$ cat config.mk
export PLATFORM = sky130hd
export DESIGN_NAME = seg_addr_gen
export DESIGN_NICKNAME = d
export VERILOG_FILES = /design/src/rtl/seg_addr_pkg.sv /design/src/rtl/sea_disp_size.sv /design/src/rtl/sea_base_sum.sv /design/src/rtl/sea_phys_add.sv /design/src/rtl/seg_addr_gen.sv
export SDC_FILE = /design/constraint.sdc
export NUM_CORES = 1
export LEC_CHECK = 0
export BUFFER_PORTS_ARGS = -buffer_cell sky130_fd_sc_hd__buf_2
export CORE_MARGIN = 2
export CORE_UTILIZATION = 49
export DETAILED_ROUTE_END_ITERATION = 16
export HOLD_SLACK_MARGIN = 0.03
export PLACE_DENSITY = 0.83
export SETUP_SLACK_MARGIN = 0.3
export SKIP_LAST_GASP = 1
export SYNTH_ARGS = -nofsm -noshare
export SYNTH_HDL_FRONTEND = slang
export SYNTH_HIERARCHICAL = 1
export SYNTH_SLANG_ARGS = --single-unit
$ cat constraint.sdc
create_clock -name clk -period 8.1 [get_ports clk]
set_input_delay 2.025 -clock clk [delete_from_list [all_inputs] [get_ports clk]]
set_output_delay 2.025 -clock clk [all_outputs]
set_load 0.01 [all_outputs]
$ cat src/rtl/seg_addr_pkg.sv
`timescale 1ns/1ps
package seg_addr_pkg;
  typedef enum logic [1:0] {
    SEG_ES = 2'b00,
    SEG_CS = 2'b01,
    SEG_SS = 2'b10,
    SEG_DS = 2'b11
  } seg_code_e;

  localparam logic [1:0] MODE_NODISP = 2'b00;
  localparam logic [1:0] MODE_DISP8  = 2'b01;
  localparam logic [1:0] MODE_DISP16 = 2'b10;
  localparam logic [1:0] MODE_REG    = 2'b11;
  localparam logic [2:0] RM_BP_DIRECT = 3'b110;
endpackage

$ cat src/rtl/sea_disp_size.sv
`timescale 1ns/1ps
// Picks the displacement and its length from the mode field; sign-extends single bytes.
module sea_disp_size
  import seg_addr_pkg::*;
#(
  parameter int BYTE_W = 8,
  parameter int OFS_W  = 16
) (
  input  logic [1:0]        mode,
  input  logic [2:0]        rm,
  input  logic [BYTE_W-1:0] lo,
  input  logic [BYTE_W-1:0] hi,
  output logic [OFS_W-1:0]  disp,
  output logic [1:0]        len,
  output logic              direct
);
  localparam int EXT_W = OFS_W - BYTE_W;

  logic [OFS_W-1:0] wide_disp;
  logic [OFS_W-1:0] short_disp;

  assign wide_disp  = {hi, lo};
  assign short_disp = {{EXT_W{lo[BYTE_W-1]}}, lo};
  assign direct     = (mode == MODE_NODISP) && (rm == RM_BP_DIRECT);

  always_comb begin
    disp = '0;
    len  = 2'd0;
    unique case (mode)
      MODE_NODISP: begin
        if (direct) begin
          disp = wide_disp;
          len  = 2'd2;
        end
      end
      MODE_DISP8: begin
        disp = short_disp;
        len  = 2'd1;
      end
      MODE_DISP16: begin
        disp = wide_disp;
        len  = 2'd2;
      end
      default: begin
        disp = '0;
        len  = 2'd0;
      end
    endcase
  end
endmodule

$ cat src/rtl/sea_base_sum.sv
`timescale 1ns/1ps
// Selects base and index registers from rm and adds the displacement (mod 2^OFS_W).
module sea_base_sum #(
  parameter int OFS_W = 16
) (
  input  logic [2:0]       rm,
  input  logic             direct,
  input  logic [OFS_W-1:0] bx,
  input  logic [OFS_W-1:0] bp,
  input  logic [OFS_W-1:0] si,
  input  logic [OFS_W-1:0] di,
  input  logic [OFS_W-1:0] disp,
  output logic [OFS_W-1:0] ea,
  output logic             uses_bp
);
  logic [OFS_W-1:0] base_v;
  logic [OFS_W-1:0] index_v;

  always_comb begin
    base_v  = '0;
    index_v = '0;
    uses_bp = 1'b0;
    unique case (rm)
      3'b000: begin base_v = bx; index_v = si; end
      3'b001: begin base_v = bx; index_v = di; end
      3'b010: begin base_v = bp; index_v = si; uses_bp = 1'b1; end
      3'b011: begin base_v = bp; index_v = di; uses_bp = 1'b1; end
      3'b100: begin index_v = si; end
      3'b101: begin index_v = di; end
      3'b110: begin
        if (!direct) begin
          base_v  = bp;
          uses_bp = 1'b1;
        end
      end
      default: begin base_v = bx; end
    endcase
  end

  assign ea = base_v + index_v + disp;
endmodule

$ cat src/rtl/sea_phys_add.sv
`timescale 1ns/1ps
// Moves the chosen segment up SEG_SHIFT places and adds the offset, wrapping at PHYS_W.
module sea_phys_add #(
  parameter int OFS_W     = 16,
  parameter int SEG_SHIFT = 4,
  parameter int N_SEG     = 4,
  parameter int SEL_W     = 2,
  localparam int PHYS_W   = OFS_W + SEG_SHIFT
) (
  input  logic [N_SEG-1:0][OFS_W-1:0] segs,
  input  logic [SEL_W-1:0]            sel,
  input  logic [OFS_W-1:0]            ofs,
  output logic [PHYS_W-1:0]           pa
);
  logic [OFS_W-1:0]  seg_v;
  logic [PHYS_W-1:0] seg_base;
  logic [PHYS_W-1:0] ofs_ext;

  assign seg_v    = segs[sel];
  assign seg_base = {seg_v, {SEG_SHIFT{1'b0}}};
  assign ofs_ext  = {{SEG_SHIFT{1'b0}}, ofs};
  assign pa       = seg_base + ofs_ext;
endmodule

$ cat src/rtl/seg_addr_gen.sv
`timescale 1ns/1ps
// Top: effective and physical address from the addressing byte, one-cycle registered result.
module seg_addr_gen
  import seg_addr_pkg::*;
#(
  parameter int BYTE_W    = 8,
  parameter int OFS_W     = 16,
  parameter int SEG_SHIFT = 4,
  localparam int PHYS_W   = OFS_W + SEG_SHIFT
) (
  input  logic              clk,
  input  logic              rst,
  input  logic              in_valid,
  input  logic [7:0]        modrm,
  input  logic [BYTE_W-1:0] disp_lo,
  input  logic [BYTE_W-1:0] disp_hi,
  input  logic [OFS_W-1:0]  reg_bx,
  input  logic [OFS_W-1:0]  reg_bp,
  input  logic [OFS_W-1:0]  reg_si,
  input  logic [OFS_W-1:0]  reg_di,
  input  logic [OFS_W-1:0]  seg_es,
  input  logic [OFS_W-1:0]  seg_cs,
  input  logic [OFS_W-1:0]  seg_ss,
  input  logic [OFS_W-1:0]  seg_ds,
  input  logic              ovr_en,
  input  logic [1:0]        ovr_sel,
  output logic              out_valid,
  output logic [OFS_W-1:0]  ea,
  output logic [PHYS_W-1:0] pa,
  output logic [1:0]        disp_len,
  output logic              reg_mode,
  output logic [1:0]        seg_sel
);
  localparam int N_SEG = 4;

  logic [1:0] mode;
  logic [2:0] rm;
  logic       unused_reg_field;

  assign mode = modrm[7:6];
  assign rm   = modrm[2:0];
  assign unused_reg_field = ^modrm[5:3];

  logic [OFS_W-1:0] disp_c;
  logic [1:0]       len_c;
  logic             direct_c;
  logic [OFS_W-1:0] ea_c;
  logic             bp_c;
  logic [PHYS_W-1:0] pa_c;
  seg_code_e        seg_c;
  logic             regm_c;
  logic [N_SEG-1:0][OFS_W-1:0] seg_bank;

  assign seg_bank[SEG_ES] = seg_es;
  assign seg_bank[SEG_CS] = seg_cs;
  assign seg_bank[SEG_SS] = seg_ss;
  assign seg_bank[SEG_DS] = seg_ds;

  sea_disp_size #(.BYTE_W(BYTE_W), .OFS_W(OFS_W)) u_disp (
    .mode   (mode),
    .rm     (rm),
    .lo     (disp_lo),
    .hi     (disp_hi),
    .disp   (disp_c),
    .len    (len_c),
    .direct (direct_c)
  );

  sea_base_sum #(.OFS_W(OFS_W)) u_sum (
    .rm      (rm),
    .direct  (direct_c),
    .bx      (reg_bx),
    .bp      (reg_bp),
    .si      (reg_si),
    .di      (reg_di),
    .disp    (disp_c),
    .ea      (ea_c),
    .uses_bp (bp_c)
  );

  assign regm_c = (mode == MODE_REG);

  always_comb begin
    if (ovr_en) seg_c = seg_code_e'(ovr_sel);
    else if (bp_c) seg_c = SEG_SS;
    else seg_c = SEG_DS;
  end

  sea_phys_add #(
    .OFS_W(OFS_W), .SEG_SHIFT(SEG_SHIFT), .N_SEG(N_SEG), .SEL_W(2)
  ) u_phys (
    .segs (seg_bank),
    .sel  (seg_c),
    .ofs  (ea_c),
    .pa   (pa_c)
  );

  always_ff @(posedge clk) begin
    if (rst) begin
      out_valid <= 1'b0;
      ea        <= '0;
      pa        <= '0;
      disp_len  <= 2'd0;
      reg_mode  <= 1'b0;
      seg_sel   <= 2'd0;
    end else begin
      out_valid <= in_valid;
      if (in_valid) begin
        reg_mode <= regm_c;
        if (regm_c) begin
          ea       <= '0;
          pa       <= '0;
          disp_len <= 2'd0;
          seg_sel  <= 2'd0;
        end else begin
          ea       <= ea_c;
          pa       <= pa_c;
          disp_len <= len_c;
          seg_sel  <= seg_c;
        end
      end
    end
  end
endmodule

==> results.sh <==
export IMPL_fin_total_pwr_mw=1.23
export IMPL_mostFrequentLayoutCell="buf_2"
export IMPL_first_global_vias=4406
export IMPL_post_synth_main_area_contributors="dfxtp_1 19%, fa_1 7.7%, a32o_1 7.5%, ha_1 7.3%, mux4_2 6.6%"
export IMPL_clk_root_buf="clkbuf_8"
export IMPL_worstPathMaxFanout=20
export IMPL_flip_flop_and_latch_count_after_synthesis=42
export IMPL_ant_nets=0
export IMPL_areaGrowthSynthToFinish_pct=23.6
export IMPL_detailedRoute_firstIterationViolations=160
export IMPL_crit_type="in2reg"
export IMPL_detail_route_wl_per_cell_um=15.7
export IMPL_fin_skew_ns=0
export IMPL_grt_pass1_wl_um=20200
export IMPL_pin_count_of_the_biggest_net_entering_global_routing=41
export IMPL_dpl_cell_area_um2=5380
export IMPL_peakVddDrop_v=0.000120
export IMPL_clock_transition_at_the_registers_of_the_reported_paths_ns=0.08
export IMPL_number_of_antenna_violations_at_the_first_check_in_global_routing=0
export IMPL_cts_buffers_inserted=5
export IMPL_placement_setup_worst_slack_ns=0.800
export IMPL_crit_path_time_final_ns=7.06
export IMPL_ioPinCount=200
export IMPL_setup_viol=0
export IMPL_critical_path_startpoint_type="input port"
export IMPL_p_leak_nw=2.78
export IMPL_antenna_cells_inserted=0
export IMPL_fp_dieW_um=99.1
export IMPL_clock_insertion_delay_worst_skew_ns=0.30
export IMPL_cts_resized=0
export IMPL_floorplan_rows=34
export IMPL_buffer_ports_inserted=196
export IMPL_hold_violations=0
export IMPL_yosysTopAreaCellShare=0.190
export IMPL_post_synth_inst_count=476
export IMPL_dr_total_vias=4355
export IMPL_max_freq_mhz=142
export IMPL_floorplan_initialDensity=0.506
export IMPL_globalplace_congestion=0.860
export IMPL_yosysSeqAreaShare=0.190
export IMPL_placed_cells_incl_taps=754
export IMPL_min_delay_path_class="reg2reg"
export IMPL_reg2reg_setup_slack_ns=7.36
export IMPL_worst_slew_pin_slew_ns=0.823
export IMPL_final_core_utilization=0.625
export IMPL_result_of_the_run="finished clean"
export IMPL_die_height_um=99.1
export IMPL_die_area_um2=9820
export IMPL_tns_ns=0
export IMPL_regToRegEndpoint="seg_sel[0]"
export IMPL_cap_violations=0
export IMPL_slew_violations=0
export IMPL_cts_buffer_depth=2
export IMPL_ys_async_sr_fraction=0
export IMPL_global_route_overflow_total=0
export IMPL_synthFlopType="dfxtp_1"
export IMPL_rr_worst_depth=2
export IMPL_power_density_nw_per_um2=224
export IMPL_timing_critical_path_slowest_stage_cell="fa_1"
export IMPL_gr_usage_all_layers=0.251
export IMPL_filler_cell_count=804
export IMPL_postCtsSetupBuffers=0
export IMPL_synthesis_area_um2=4430
export IMPL_finalNonFillerCells=762
export IMPL_mappedNetlistNets=677
export IMPL_fp_coreArea_um2=8760
export IMPL_synthDistinctLibCells=58
export IMPL_post_route_cell_area_um2=5480
export IMPL_maxSlewHeadroom=0.452
export IMPL_worstPathRequired_ns=8.29
export IMPL_htree_num_levels=2
export IMPL_critical_path_cell_chain="buf_2 -> nand4bb_1 -> buf_4 -> nor2_1 -> o21ai_1 -> and2_1 -> buf_4 -> a22oi_1 -> fa_1 -> inv_1 -> ha_1 -> inv_1 -> or4_1 -> nand3_1 -> ha_1 -> a21o_1 -> o41ai_1 -> a21oi_1 -> nand2_1 -> o211ai_1 -> a32o_1"
export IMPL_synth_warnings=6
export IMPL_cts_sinks=42
export IMPL_max_stage_delay_ns=0.52
export IMPL_drive_above_1_share=0.408
export IMPL_tritonroute_pass_1_iters=4
export IMPL_drt_drc_violations_left=0
export IMPL_synth_edf_count=0
export IMPL_post_synth_cell_area_avg_um2=9.31
export IMPL_cts_hold_buf=0
export IMPL_timing_hold_ws_ns=0.466
export IMPL_tritoncts="yes"
export IMPL_worst_hold_path_num_cells=1
export IMPL_regToRegStartpoint="seg_sel[0]"
export IMPL_timing_hold_worst_start="pa[0]"
export IMPL_synth_top_area_cell="dfxtp_1"
export IMPL_routed_via_density=5.72
export IMPL_final_critical_path_setup_slack_ns=1.04
export IMPL_worstSetupEndpointType="flip-flop"
export IMPL_min_to="pa[0]"
export IMPL_rsz0062_at_grt="no"
export IMPL_post_dp_hpwl_um=9970
export IMPL_drt_total_wl_um=12000
export IMPL_mostFrequentLayoutCells="196 x buf_2, 64 x inv_1, 42 x dfxtp_1, 33 x a32o_1, 31 x nand2_1"
export IMPL_cp_data_arrival_time_ns=7.25
export IMPL_min_period_over_period=0.872
export IMPL_fin_nets=854
routing by layer:
| metal | routed length, um | GRT usage | up-vias |
|---|---|---|---|
| met5 | 0 | 0 | - |
| met4 | 295 | 0.0896 | 0 |
| met3 | 666 | 0.0464 | 29 |
| met2 | 6050 | 0.450 | 156 |
| met1 | 4990 | 0.300 | 2068 |
| li1 | - | - | 2102 |
critical path, delay by kind of cell:
kind / cells / cell delay [ns]
adders and majority gates: 3 / 1.22
buffers and inverters: 5 / 1.00
and+or+nand+nor: 6 / 1.35
AOI/OAI and AO/OA: 7 / 1.65
registers in the layout, indices dropped and copies added (netlist names):
name and flops:
disp_len 2, seg_sel 2, reg_mode 1, out_valid 1, pa 20, ea 16
synthesized netlist by cell type, types with 2 or more instances:
master / n
a22oi_1: 13
fa_1: 17
buf_4: 8
nor3_1: 4
dfxtp_1: 42
nor2_1: 18
o211ai_1: 2
a22o_1: 2
inv_1: 64
xnor2_1: 17
mux4_2: 13
o21a_1: 6
o21ai_1: 5
mux4_1: 3
nand4_1: 4
and2_4: 2
o211ai_2: 9
xor2_1: 8
nand2_1: 31
a32o_1: 33
buf_2: 8
nor2b_1: 5
buf_6: 8
ha_1: 26
mux2_2: 13
nand2b_1: 8
clkbuf_1: 9
a211oi_1: 9
a32o_2: 6
mux2i_1: 3
and2_1: 2
nand3b_1: 9
a21o_1: 7
o21ai_0: 9
nand3_1: 7
a21oi_1: 24
cell type report:
type                    instances  area [um2]  share of cell area
clock inverters                 2        12.5             0.00228
multi-input cells             337        3130               0.572
clock buffers                   6        82.6              0.0151
well taps                     108         135              0.0247
flip-flops and latches         42         841               0.153
inverters                      64         240              0.0439
repair buffers                203        1030               0.189
kinds of logic after synthesis:
group	share of synthesized area
mux	0.124
xor+xnor	0.0494
buf+inv	0.105
simple gates	0.116
fa+ha+maj	0.150
flops	0.190
compound gates	0.266
where the power goes:
group | leakage (nW) | internal, mW | switching, mW | total, mW
Sequential | 0.345 | 0.253 | 0.0232 | 0.276
Combinational | 2.39 | 0.366 | 0.441 | 0.808
Clock | 0.0472 | 0.0685 | 0.0730 | 0.142
worst max path at each step:
| stage | from | to | slack (ns) |
|---|---|---|---|
| after floorplan | modrm[0] | pa[15] | 1.73 |
| after global placement | modrm[0] | pa[18] | 0.98 |
| after detailed placement | modrm[0] | pa[18] | 0.80 |
| after CTS | modrm[0] | pa[18] | 1.09 |
| after global routing | modrm[0] | pa[18] | 0.71 |
| final | modrm[0] | pa[16] | 1.04 |
(Power assumes the default switching activity.)
